**config.mk**
```make
export PLATFORM = sky130hd
export DESIGN_NAME = txreq_pin_ctrl
export DESIGN_NICKNAME = d
export VERILOG_FILES = /design/src/rtl/txreq_pkg.sv /design/src/rtl/txreq_strobe_sync.sv /design/src/rtl/txreq_release_timer.sv /design/src/rtl/txreq_pin_ctrl.sv
export SDC_FILE = /design/constraint.sdc
export NUM_CORES = 1
export LEC_CHECK = 0
export BUFFER_PORTS_ARGS = -buffer_cell sky130_fd_sc_hd__buf_2
export CAP_MARGIN = 20
export CORE_AREA = 2 2 39 41
export DETAILED_ROUTE_END_ITERATION = 10
export DIE_AREA = 0 0 41 43
export PLACE_DENSITY_LB_ADDON = 0.1
export SLEW_MARGIN = 20
export SYNTH_ARGS = -nofsm -noshare
export SYNTH_HDL_FRONTEND = slang
export SYNTH_HIERARCHICAL = 1
export SYNTH_SLANG_ARGS = --single-unit
```
**constraint.sdc**
```tcl
create_clock -name clk -period 3.3 [get_ports clk]
set_input_delay 0.495 -clock clk [delete_from_list [all_inputs] [get_ports clk]]
set_output_delay 0.495 -clock clk [all_outputs]
set_load 0.005 [all_outputs]
```
**src/rtl/txreq_pkg.sv**
```systemverilog
package txreq_pkg;
   typedef enum logic {
      PIN_FN_READY   = 1'b0,
      PIN_FN_REQUEST = 1'b1
   } pin_fn_e;

   localparam int unsigned TXREQ_SYNC_STAGES_DEF  = 2;
   localparam int unsigned TXREQ_RELEASE_DEF      = 3;
   localparam int unsigned TXREQ_NUM_STROBES      = 3;
endpackage

```
**src/rtl/txreq_strobe_sync.sv**
```systemverilog
module txreq_strobe_sync #(
   parameter int unsigned NUM_STROBES = 3,
   parameter int unsigned STAGES      = 2
) (
   input  logic                   clk,
   input  logic                   rst_n,
   input  logic [NUM_STROBES-1:0] strobe_n,
   output logic                   fall_any
);
   logic [NUM_STROBES-1:0] fall_vec;

   generate
      if (STAGES < 2) begin : g_bad_stages
         $error("txreq_strobe_sync: STAGES must be at least 2");
      end
      if (NUM_STROBES < 1) begin : g_bad_count
         $error("txreq_strobe_sync: NUM_STROBES must be at least 1");
      end

      for (genvar g = 0; g < NUM_STROBES; g++) begin : g_lane
         logic [STAGES-1:0] sync_sh;
         logic              level_q;

         always_ff @(posedge clk or negedge rst_n) begin
            if (!rst_n) begin
               sync_sh <= '1;
               level_q <= 1'b1;
            end else begin
               sync_sh <= {sync_sh[STAGES-2:0], strobe_n[g]};
               level_q <= sync_sh[STAGES-1];
            end
         end

         assign fall_vec[g] = level_q & ~sync_sh[STAGES-1];
      end
   endgenerate

   assign fall_any = |fall_vec;
endmodule

```
**src/rtl/txreq_release_timer.sv**
```systemverilog
module txreq_release_timer #(
   parameter int unsigned RELEASE_CYCLES = 3
) (
   input  logic clk,
   input  logic rst_n,
   input  logic clr,
   input  logic start,
   output logic busy,
   output logic done
);
   localparam int unsigned CNT_W = $clog2(RELEASE_CYCLES + 1);
   localparam logic [CNT_W-1:0] LOAD_VAL = CNT_W'(RELEASE_CYCLES - 1);
   localparam logic [CNT_W-1:0] ONE_VAL  = CNT_W'(1);

   logic [CNT_W-1:0] cnt_q;

   generate
      if (RELEASE_CYCLES < 2) begin : g_bad_release
         $error("txreq_release_timer: RELEASE_CYCLES must be at least 2");
      end
   endgenerate

   always_ff @(posedge clk or negedge rst_n) begin
      if (!rst_n) begin
         cnt_q <= '0;
      end else if (clr) begin
         cnt_q <= '0;
      end else if (start && cnt_q == '0) begin
         cnt_q <= LOAD_VAL;
      end else if (cnt_q != '0) begin
         cnt_q <= cnt_q - ONE_VAL;
      end
   end

   assign busy = (cnt_q != '0);
   assign done = (cnt_q == ONE_VAL);
endmodule

```
**src/rtl/txreq_pin_ctrl.sv**
```systemverilog
module txreq_pin_ctrl
   import txreq_pkg::*;
#(
   parameter int unsigned SYNC_STAGES    = TXREQ_SYNC_STAGES_DEF,
   parameter int unsigned RELEASE_CYCLES = TXREQ_RELEASE_DEF
) (
   input  logic clk,
   input  logic rst_n,
   input  logic chan_reset,
   input  logic fn_wr,
   input  logic fn_wdata,
   input  logic ready_bit,
   input  logic ds_n,
   input  logic rd_n,
   input  logic wr_n,
   input  logic tx_empty,
   input  logic crc_sent,
   input  logic sync_mode,
   output logic pin_n
);
   localparam int unsigned NSTB = TXREQ_NUM_STROBES;

   pin_fn_e         fn_q;
   logic            req_q;
   logic            fall_any;
   logic            busy;
   logic            done;
   logic            trig;
   logic            tmr_clr;
   logic            tmr_start;
   logic [NSTB-1:0] strobes_n;

   assign strobes_n = {wr_n, rd_n, ds_n};

   // Function select: cleared by hardware or channel reset
   always_ff @(posedge clk or negedge rst_n) begin
      if (!rst_n) begin
         fn_q <= PIN_FN_READY;
      end else if (chan_reset) begin
         fn_q <= PIN_FN_READY;
      end else if (fn_wr) begin
         fn_q <= pin_fn_e'(fn_wdata);
      end
   end

   txreq_strobe_sync #(
      .NUM_STROBES (NSTB),
      .STAGES      (SYNC_STAGES)
   ) u_sync (
      .clk      (clk),
      .rst_n    (rst_n),
      .strobe_n (strobes_n),
      .fall_any (fall_any)
   );

   assign tmr_clr   = chan_reset || (fn_q == PIN_FN_READY);
   assign tmr_start = req_q && !busy && fall_any;

   txreq_release_timer #(
      .RELEASE_CYCLES (RELEASE_CYCLES)
   ) u_timer (
      .clk   (clk),
      .rst_n (rst_n),
      .clr   (tmr_clr),
      .start (tmr_start),
      .busy  (busy),
      .done  (done)
   );

   // Request sources: empty buffer, or CRC trailer done in sync protocols
   assign trig = tx_empty || (crc_sent && sync_mode);

   always_ff @(posedge clk or negedge rst_n) begin
      if (!rst_n) begin
         req_q <= 1'b0;
      end else if (tmr_clr) begin
         req_q <= 1'b0;
      end else if (req_q) begin
         if (done) req_q <= 1'b0;
      end else if (trig) begin
         req_q <= 1'b1;
      end
   end

   always_comb begin
      if (fn_q == PIN_FN_REQUEST) pin_n = ~req_q;
      else                        pin_n = ~ready_bit;
   end
endmodule

```
* Yosys cells after proc, flatten, opt, wreduce, memory -nomap -nowiden
Index checks and enable logic that the tools add are counted.
** Storage, ports and cells
- Register bits after elaboration :: 13
- Output and inout port bits :: 1
- Word-level logic and storage cells :: 42
- Input port bits :: 12
** Operators by class
- Eq/ne operators :: 1
- Add/subtract/negate cells :: 1
- Bitwise operators :: 9
- Muxes and demuxes :: 10
- Reduce and logical (&&, ||, !) cells :: 12
** Operators with widths (number)
- 1-bit two-way mux :: 7
- 2-bit two-way mux :: 3
- 1-bit NOT :: 6
- 1-bit logical AND :: 4
- 2-bit nonzero test :: 2
- 1-bit bitwise AND :: 3
- 3-bit nonzero test :: 1
- 3-bit OR reduction :: 1
- 2-bit by 1-bit == test with 1-bit output, second input constant :: 1
- 2-bit logical NOT :: 1
- 1-bit logical OR :: 2
- 2-bit by 1-bit subtractor with 2-bit output, second input constant :: 1
- 1-bit logical NOT :: 1

* Longest topological paths before layout
Gate-level depths: netlist of run 1.
- Word-level depth :: 7
- Gate-level depth with buffers :: 6
- Mapped depth without buffers :: 6

* Modules after synthesis
Netlist of run 1, hierarchy kept.
** Modules (own cells, without submodules)
- txreq_strobe_sync :: area each 265.3 um^2, instances 1, sequential area each 236.5 um^2, cells each 13
- txreq_release_timer :: area each 121.4 um^2, instances 1, sequential area each 50.0 um^2, cells each 12
- txreq_pin_ctrl :: area each 107.6 um^2, instances 1, sequential area each 50.0 um^2, cells each 10

* Worst setup path before layout of run 1
No wires, ideal clock.
- Kind :: flip-flop to flip-flop
- Start :: reg u_sync.g_lane[2].sync_sh[1]
- End :: reg u_timer.cnt_q[1]
- Slack :: 2.090 ns
- Period minus slack after synthesis :: 1.210 ns
- Required time :: 3.206 ns
- Arrival time :: 1.116 ns
- Setup time :: 0.094 ns
- Path buffers :: 0
- Cell stages (with the launch flop) :: 7
- Cells stage by stage :: dfstp_2 > nand2b_1 > o221ai_2 > nand2_1 > nor2_1 > nand2b_1 > a211oi_1
** On the way
- Longest elaborated chain between the ends :: 7
- Elaborated cells between the ends (all ways) :: 8
- Those cells by class :: mux (2); bitwise (2); reduce/logical (4)
** RTL lines
- from (decl) :: line txreq_strobe_sync.sv:21 : logic [STAGES-1:0] sync_sh;
- from (signal assigned) :: line txreq_strobe_sync.sv:29 : sync_sh <= {sync_sh[STAGES-2:0], strobe_n[g]};
- 1-bit NOT * :: line txreq_strobe_sync.sv:34 : assign fall_vec[g] = level_q & ~sync_sh[STAGES-1];
- 1-bit bitwise AND * :: line txreq_strobe_sync.sv:34
- 3-bit OR reduction * :: line txreq_strobe_sync.sv:38 : assign fall_any = |fall_vec;
- net fall_any :: line txreq_pin_ctrl.sv:25 : logic fall_any;
- 1-bit logical AND * :: line txreq_pin_ctrl.sv:57 : assign tmr_start = req_q && !busy && fall_any;
- net tmr_start :: line txreq_pin_ctrl.sv:30 : logic tmr_start;
- 1-bit logical AND * :: line txreq_release_timer.sv:28 : end else if (start && cnt_q == '0) begin
- 2-bit two-way mux :: line txreq_release_timer.sv:28
- 2-bit two-way mux :: line txreq_release_timer.sv:26 : end else if (clr) begin
- to (signal assigned) :: line txreq_release_timer.sv:31 : cnt_q <= cnt_q - ONE_VAL;
- to (decl) :: line txreq_release_timer.sv:15 : logic [CNT_W-1:0] cnt_q;
The timed path passes the listed nets; every way through them passes the cells marked *.
A chain may end at the register's enable or synchronous reset.

* Worst setup path in the final report of run 1
- Start :: reg fn_q
- End :: out pin_n
** On the way
- Longest elaborated chain between the ends :: 1
** RTL lines
- from (decl) :: line txreq_pin_ctrl.sv:23 : pin_fn_e fn_q;
- from (signal assigned) :: line txreq_pin_ctrl.sv:42 : fn_q <= pin_fn_e'(fn_wdata);
- 1-bit two-way mux :: line txreq_pin_ctrl.sv:86 : if (fn_q == PIN_FN_REQUEST) pin_n = ~req_q;
- to (decl) :: line txreq_pin_ctrl.sv:19 : output logic pin_n
Every way passes these cells.

==> reports/qor.txt, run 1 <==
Top sig layer = met3
Vias = 308
Crit path from = fn_q$_DFFE_PN0P_
Area grow syn2layout = 21.77%
Mapped cell area = 494.2 um^2
Unrepaired setup endpoints after global routing = false
NumNets Final = 66
Post-Synthesis Cells = 35
Met3 wire len = 55 um
Clock Sinks = 13
Maximum clock frequency = 0.6842 GHz
H-tree levels = 1
Met2 wire len = 333 um
FF-to-FF Start = u_sync/g_lane[2].sync_sh[1]$_DFF_PN1_
Hold Violations, Final = 0
Final Cycle Share = 0.4429
DR DRC count = 0
Gr usage total = 0.1094
Setup Viol. Count Final = 0
Syn Nets = 49
Pins Over Slew Limit = 0
Largest net degree at the start of global routing = 14
Synth Flop Type = dfstp_2
# rows = 14
Root Buffer Master = clkbuf_4
P per Cell Area = 476.8 mW/mm^2
Top cell type by total area after synthesis = dfstp_2
Share of cells above drive strength 1 = 0.5294
Antenna Nets Post-Route = 0
Initial DRC Count = 2
IO Count = 13
Fin crit period = 1.462 ns
Layout Skew = 0.002025 ns
Total CTS buffers = 3
Initial Util = 0.3571
Max Cap Viol = 0
Top post-synthesis cells by area = dfstp_2 48%, dfrtp_1 20%, ha_1 5.1%
WL per Instance = 10.52 um
Register area = 336.6 um^2
Total grt overflow = 0
Port bufs = 12
Hold Slack = 0.09082 ns
Gate power share = 0.061
Post-synth ARST share = 1.000
Gpl congestion = 0.5962
Vias in the first global route = 305
CP Launch Type = flip-flop
CP required = 2.80 ns
Measured slew at the worst slew-check pin = 0.2712 ns
Switching share of power = 0.2179
Final TNS setup = 0 ns
Initial antenna violation count = 0
Post-synthesis register bit count = 13
Unique cell type count in the Yosys netlist = 14
Sequential power share = 0.605
Maximum fanout along the worst path = 3
M1 WL = 315 um
Final WL = 705 um
Fillers = 136
Outcome = completed
Sw Pwr = 62.53 uW
Ant diodes = 0
Yosys top cell area share = 0.4785
CORE AREA = 0.001384 mm^2
CTS Hold Bufs = 0
Setup repair bufs after CTS = 0
Worst Path Arrival = 0.97 ns
Ys Warns = 6
HP Class = in -> async
Nature of the critical path endpoint = output port
Via density = 4.597
CTS tree = built
WS Path Type = reg -> out
Clock share of power = 0.334
Die Width = 41 um
Die Y = 43 um
Clk_lat worst skew = 0.27 ns
Avg Cell Area, Syn = 14.12 um^2
P_leak = 0.0002835 uW
Detailed placement HPWL = 547.9 um
Multi-input logic area = 138.9 um^2
Sequential-to-total area share from yosys stat = 0.6810
Post-synth EDFFs = 0
Clock buffer depth = 2
Count leader, synth = dfstp_2
Post-cts gate resize count = 0
Internal power = 224.4 uW
Detailed-router iteration count before antenna repair = 4
Synth cell count leaders = 9 x dfstp_2, 5 x inv_1, 4 x dfrtp_1
Clock slew at reported path FFs = 0.08 ns
Die area = 0.001763 mm^2
IR Drop Worst-Case VDD = 0.0002277 V
Rel. slew slack = 0.8181
First-pass GRT wire length = 1.255 mm
## power groups by stage
stage / combinational [uW] / sequential (uW) / clock (uW)
6_report: 17.5 / 174 / 95.8
5_1_grt: 20.1 / 175 / 108
4_1_cts: 18.0 / 174 / 103
3_5_place_dp: 18.1 / 177 / 0
3_3_place_gp: 17.0 / 176 / 0
2_1_floorplan: 6.94 / 176 / 0
## state kept, by name (all words and copies together) (netlist names)
register and count:
req_q 1, u_timer/cnt_q 2, fn_q 1, u_sync/g_lane.level_q 3
u_sync/g_lane.sync_sh 6
## metal layers
metal / up-vias / global-route usage
li1: 149 / -
met1: 144 / 0.1433
met2: 15 / 0.1469
met3: 0 / 0.04712
met4: 0 / 0.06000
met5: - / 0
## worst max-delay path, stage by stage, from the launching register on
cell     delay [ns]
dfrtp_1        0.39
mux2i_1        0.18
buf_2          0.12
## area by class of cell
cell class,count,area share
inverters,5,0.03119
repair buffers,12,0.09979
clock inverters,1,0.008316
well taps,16,0.03326
multi-input cells,17,0.2308
clock buffers,3,0.03742
flip-flops and latches,13,0.5593
## layout by cell type, fill, tap and decap left out
cell type  synthesis  routed
buf_2              0      12
dfstp_2            9       9
inv_1              5       5
dfrtp_1            4       4
nand2b_1           3       3
clkbuf_4           0       3
nor2_1             2       2
mux2i_1            2       2
a211oi_1           2       2
ha_1               2       2
nand2_1            1       1
a211oi_2           1       1
clkinv_2           0       1
o221ai_2           1       1
nor3b_1            1       1
or3_1              1       1
o31ai_1            1       1
## cell families (layout without fill, tap and decap cells)
kind of cell,count (synthesis),after routing,synth area share
and+or+nand+nor,8,8,0.08862
buffers and inverters,5,21,0.03798
adders and majority gates,2,2,0.05062
muxes,2,2,0.04051
AOI/OAI and AO/OA,5,5,0.1012
DFF,13,13,0.6810
## per-stage QoR
step	util	power, uW	std cells	instance area [um^2]	setup WS (ns)
after floorplan	-	182.5	35	494.2	2.090
after global placement	0.4150	193.0	63	574.3	1.993
after detailed placement	0.4150	194.6	63	574.3	1.981
after CTS	0.4349	294.9	67	601.8	1.813
after global routing	0.4349	303.0	67	601.8	1.758
final	0.4349	286.9	67	601.8	1.838
## path summary, 6_finish.rpt
path                                                          to  slack, ns  cells past startpoint
min in group clk           u_sync/g_lane[2].sync_sh[0]$_DFF_PN1_       0.32                      1
max in group asynchronous     u_sync/g_lane[0].level_q$_DFF_PN1_       2.94                      1
setup / recovery                                           pin_n       1.84                      2
setup reg to reg                    u_timer/cnt_q[0]$_DFFE_PN0P_       2.00                      6
hold / removal                                   req_q$_DFF_PN0_       0.09                      1
hold reg to reg            u_sync/g_lane[0].sync_sh[1]$_DFF_PN1_       0.36                      0
Note: power is estimated with default switching activity, not from simulation.
==> inputs of run 2 (changes only) <==
==> constraint.sdc (replaced) <==
create_clock -name clk -period 1.3 [get_ports clk]
set_input_delay 0.195 -clock clk [delete_from_list [all_inputs] [get_ports clk]]
set_output_delay 0.195 -clock clk [all_outputs]
set_load 0.005 [all_outputs]
==> run 2 against run 1 <==
Effect of this change: via count is 3.6% higher; combinational power rose to 3.1 times the previous value; first-iteration DRC count increased by 50%; final area rose by 11%; sequential cell count unchanged; highest routed layer unchanged.
==> reports/qor.txt, run 2 (synthesis results as in run 1) <==
Met3 Use GR = 0.04712
Detailed-router iteration count before antenna repair = 2
Antenna Nets Post-Route = 0
CTS tree = built
HP Class = in -> reg
M2 GR Usage = 0.1688
Internal power = 576.7 uW
Vias in the first global route = 325
Max reg flops = 6
Reg with most FFs = u_sync/g_lane.sync_sh
Crit path from = u_sync/g_lane[2].sync_sh[1]$_DFF_PN1_
Worst path top cell family by delay = flip-flops
P per Cell Area = 1105 mW/mm^2
First-pass GRT wire length = 1.276 mm
CP required = 1.46 ns
Critical Path Stages = 6
IO Count = 13
Initial Util = 0.3571
Commonest non-fill, non-tap cell in the layout = buf_2
Total CTS buffers = 3
Gr usage total = 0.1183
Hold Violations, Final = 0
Layout Skew = 0.0008937 ns
Clk_lat worst skew = 0.27 ns
Die area = 0.001763 mm^2
Fin crit period = 1.265 ns
Detailed placement HPWL = 591 um
Worst reg2reg path depth = 6
Slowest cell on the critical path = dfstp_2
Sequential power share = 0.596
Via density = 4.493
Share of cells above drive strength 1 = 0.6000
Ant diodes = 0
Post-Layout Cell Count = 71
Measured slew at the worst slew-check pin = 0.2883 ns
Setup crit end = u_timer/cnt_q[1]$_DFFE_PN0P_
Placed cells = 63
H-tree levels = 1
Final Cycle Share = 0.9728
Die Width = 41 um
Worst Path Arrival = 1.42 ns
Maximum clock frequency = 0.7907 GHz
Nature of the critical path endpoint = flip-flop
WL per Instance = 11.68 um
Hold Slack = 0.01601 ns
Worst path max stage delay = 0.53 ns
Clock share of power = 0.332
Max Cap Viol = 0
Outcome = completed
Die Y = 43 um
WS Path Type = reg -> reg
CORE AREA = 0.001384 mm^2
FF-to-FF Start = u_sync/g_lane[2].sync_sh[1]$_DFF_PN1_
Largest regs = u_sync/g_lane.sync_sh (6), u_sync/g_lane.level_q (3), u_timer/cnt_q (2)
Clock Sinks = 13
Reg2reg setup slack = 0.04 ns
Worst path bufs/invs = 0
Sw Pwr = 163.0 uW
GR peak layer = met2
Root Buffer Master = clkbuf_4
Port bufs = 12
Maximum fanout along the worst path = 2
Rel. slew slack = 0.8078
IR Drop Worst-Case VDD = 0.0007268 V
Pins Over Slew Limit = 0
DR DRC count = 0
Setup Viol. Count Final = 0
CP Cell Sequence = nand2b_1 > o221ai_2 > nand2_1 > nor2_1 > nor3b_1 > a211oi_2
Largest net degree at the start of global routing = 14
Initial antenna violation count = 0
M1 GR Usage = 0.1289
Commonest cells after routing, fill and taps aside = 12 x buf_2, 9 x dfstp_2, 4 x dfrtp_1, 4 x inv_1
Clock buffer depth = 2
NumNets Final = 70
Vias = 319
P_leak = 0.0003067 uW
FF-to-FF End = u_timer/cnt_q[1]$_DFFE_PN0P_
CP Launch Type = flip-flop
# rows = 14
Gate power share = 0.072
Switching share of power = 0.2203
Fin util = 0.4837
Final WL = 829 um
Total power = 739.6 uW
Initial DRC Count = 3
Gpl congestion = 0.6000
Clock slew at reported path FFs = 0.08 ns
Total grt overflow = 0
Area grow syn2layout = 35.44%
run 2: cell types whose count changed in the layout (fill, tap and decap cells not counted):
cell,delta
nand2b_1,-1
a211oi_1,-1
a211oi_2,+1
dlygate4sd3_1,+3
ha_1,-1
o31ai_1,-1
buf_4,+1
ha_4,+1
inv_1,-1
nand2b_4,+1
o31ai_2,+1
inv_2,+1
run 2: timing repair:
item / 4_1_cts / 5_1_grt
hold buffers: 1 / 2
endpoints found under the setup margin: 0 / 2
gates resized for setup: 0 / 6
buffers inserted: 0 / 1
endpoints found under the hold margin: 4 / 2
run 2: metal layers:
layer	wire length (um)	share of wire
met2	408	0.49
met1	364	0.44
met3	55	0.066
met4	0	0
met5	0	0
run 2: layout make-up:
cell class	count	area (um^2)
multi-input cells	17	168.9
well taps	16	20.02
clock inverters	1	5.005
inverters	5	18.77
clock buffers	3	22.52
repair buffers	16	97.59
fillers	134	714.4
flip-flops and latches	13	336.6
run 2: metrics by stage:
step	setup WS [ns]	cell area [um^2]	TNS, ns
floorplan	0.08971	494.2	0
global placement	0.04777	574.3	0
detailed placement	0.01852	574.3	0
CTS	0.004047	611.8	0
global route	-0.02924	669.4	-0.02924
finish	0.03537	669.4	0
run 2: worst min path at each step:
stage          cells past startpoint  slack (ns)                               endpoint  startpoint
2_1_floorplan                      0       -0.10                       fn_q$_DFFE_PN0P_       rst_n
3_3_place_gp                       1        0.08           u_timer/cnt_q[1]$_DFFE_PN0P_       rst_n
3_5_place_dp                       1        0.09           u_timer/cnt_q[1]$_DFFE_PN0P_       rst_n
4_1_cts                            1       0.002  u_sync/g_lane[2].sync_sh[0]$_DFF_PN1_        wr_n
5_1_grt                            1     0.00003  u_sync/g_lane[0].sync_sh[0]$_DFF_PN1_        ds_n
6_report                           1        0.02  u_sync/g_lane[0].sync_sh[0]$_DFF_PN1_        ds_n
run 2: power groups by stage:
| stage | combinational (uW) | sequential, uW | clock [uW] |
|---|---|---|---|
| detailed placement | 45.6 | 448 | 0 |
| finish | 53.6 | 441 | 245 |
| floorplan | 17.6 | 446 | 0 |
| global placement | 43.3 | 447 | 0 |
| global route | 59.3 | 443 | 280 |
| CTS | 48.3 | 441 | 262 |
==> inputs of run 3 (changes only) <==
--- a/config.mk
+++ b/config.mk
@@ -11,6 +11,8 @@
 export DETAILED_ROUTE_END_ITERATION = 10
 export DIE_AREA = 0 0 41 43
 export PLACE_DENSITY_LB_ADDON = 0.1
+export SETUP_SLACK_MARGIN = 0.4
+export SKIP_LAST_GASP = 1
 export SLEW_MARGIN = 20
 export SYNTH_ARGS = -nofsm -noshare
 export SYNTH_HDL_FRONTEND = slang
==> run 3 against run 2 <==
Effect of this change: worst setup slack got worse by 0.0088 ns; sequential share of layout area decreased by 2.1 points; core utilization is 2.1 points higher; clock power down 5%; via count increased by 0.31%; sequential power hardly changed; sequential cell count is the same; hold slack gained 0.0067 ns.
==> reports/qor.txt, run 3 (synthesis results as in run 1) <==
Clock buffer depth = 2
Initial Util = 0.3571
WL per Instance = 11.44 um
Fin util = 0.5045
Setup crit end = u_timer/cnt_q[1]$_DFFE_PN0P_
Largest net degree at the start of global routing = 14
# rows = 14
CTS tree = built
Layout Skew = 0.001479 ns
WS Path Type = reg -> reg
Max reg flops = 6
Rel. slew slack = 0.8071
Largest regs = u_sync/g_lane.sync_sh (6), u_sync/g_lane.level_q (3), u_timer/cnt_q (2)
Die Y = 43 um
Share of cells above drive strength 1 = 0.7091
Die area = 0.001763 mm^2
Ant diodes = 0
Measured slew at the worst slew-check pin = 0.2893 ns
Die Width = 41 um
CORE AREA = 0.001384 mm^2
Placed cells = 63
Total grt overflow = 0
Hold Slack = 0.02274 ns
Gr usage total = 0.1240
Commonest cells after routing, fill and taps aside = 12 x buf_2, 9 x dfstp_2, 4 x dfrtp_1, 3 x clkbuf_4, 3 x inv_1
Hold path start = rd_n
Clk_lat worst skew = 0.26 ns
NumNets Final = 70
Worst reg2reg path depth = 6
Maximum fanout along the worst path = 4
Antenna Nets Post-Route = 0
P_leak = 0.0003100 uW
Fin crit period = 1.273 ns
Via density = 4.507
HP Class = in -> reg
FF-to-FF Start = u_timer/cnt_q[0]$_DFFE_PN0P_
Hold depth = 1
Commonest non-fill, non-tap cell in the layout = buf_2
IR Drop Worst-Case VDD = 0.0005107 V
Gpl congestion = 0.6365
Vias = 320
Root Buffer Master = clkbuf_4
Final Cycle Share = 0.9796
DR DRC count = 0
Clock slew at reported path FFs = 0.07 ns
Nature of the critical path endpoint = flip-flop
First-pass GRT wire length = 1.338 mm
Area post-placement = 574.3 um^2
Hold Violations, Final = 0
Reg2reg setup slack = 0.03 ns
Detailed placement HPWL = 542.8 um
Total power = 729.0 uW
Setup Viol. Count Final = 0
Initial DRC Count = 6
Initial antenna violation count = 0
IO Count = 13
H-tree levels = 1
Vias in the first global route = 344
Worst Path Arrival = 1.45 ns
Final WL = 812 um
P per Cell Area = 1044 mW/mm^2
Post-Layout Cell Count = 71
FF-to-FF End = u_timer/cnt_q[1]$_DFFE_PN0P_
CP required = 1.48 ns
Unrepaired setup endpoints after global routing = true
CP Launch Type = flip-flop
Post-route cell area = 698.2 um^2
Outcome = completed
Area grow syn2layout = 41.27%
Crit path from = u_timer/cnt_q[0]$_DFFE_PN0P_
Maximum clock frequency = 0.7853 GHz
Clock Sinks = 13
Total CTS buffers = 3
Port bufs = 12
Detailed-router iteration count before antenna repair = 2
Max Cap Viol = 0
Reg with most FFs = u_sync/g_lane.sync_sh
Pins Over Slew Limit = 0
[run 3: layer usage]
metal	vias to the layer above	GRT usage	wire, um
met2	13	0.1969	445
met1	149	0.1168	312
met4	0	0.1000	0
li1	158	-	-
met5	-	0	0
met3	0	0.04712	54
[run 3: report_power, final]
part / switching (uW) / internal [uW]
logic: 24.6 / 29.6
registers: 8.87 / 433
clock network: 115 / 119
total: 148 / 581
[run 3: worst max-delay path: stages (launching register included)]
cell	delay, ns
dfrtp_1	0.39
inv_1	0.15
ha_4	0.19
inv_1	0.05
nor2_2	0.14
nor3b_2	0.07
a211oi_2	0.20
[run 3: timing repair]
| action | CTS | global route |
|---|---|---|
| hold buffers | 1 | 0 |
| buffers inserted | 3 | 0 |
| endpoints found under the setup margin | 4 | 4 |
| pin swaps | 2 | 0 |
| endpoints found under the hold margin | 4 | 0 |
| gates resized for setup | 11 | 3 |
[run 3: cell type report]
type | count | area [um^2]
well taps | 16 | 20.02
multi-input cells | 17 | 200.2
inverters | 5 | 18.77
fillers | 128 | 685.7
repair buffers | 16 | 96.34
clock buffers | 4 | 26.28
flip-flops and latches | 13 | 336.6
[run 3: per-stage QoR]
stage               worst slack [ns]  TNS [ns]
floorplan                     0.1191         0
finish                       0.02652         0
CTS                          0.03596         0
global placement             0.07646         0
detailed placement           0.03700         0
global route                -0.03553  -0.05118
[run 3: worst min-delay path by stage]
stage,slack [ns],endpoint
after floorplan,-0.10,fn_q$_DFFE_PN0P_
after global placement,0.08,u_timer/cnt_q[1]$_DFFE_PN0P_
after detailed placement,0.09,u_timer/cnt_q[1]$_DFFE_PN0P_
after CTS,0.007,u_sync/g_lane[2].sync_sh[0]$_DFF_PN1_
after global routing,0.003,u_sync/g_lane[1].sync_sh[0]$_DFF_PN1_
final,0.02,u_sync/g_lane[1].sync_sh[0]$_DFF_PN1_
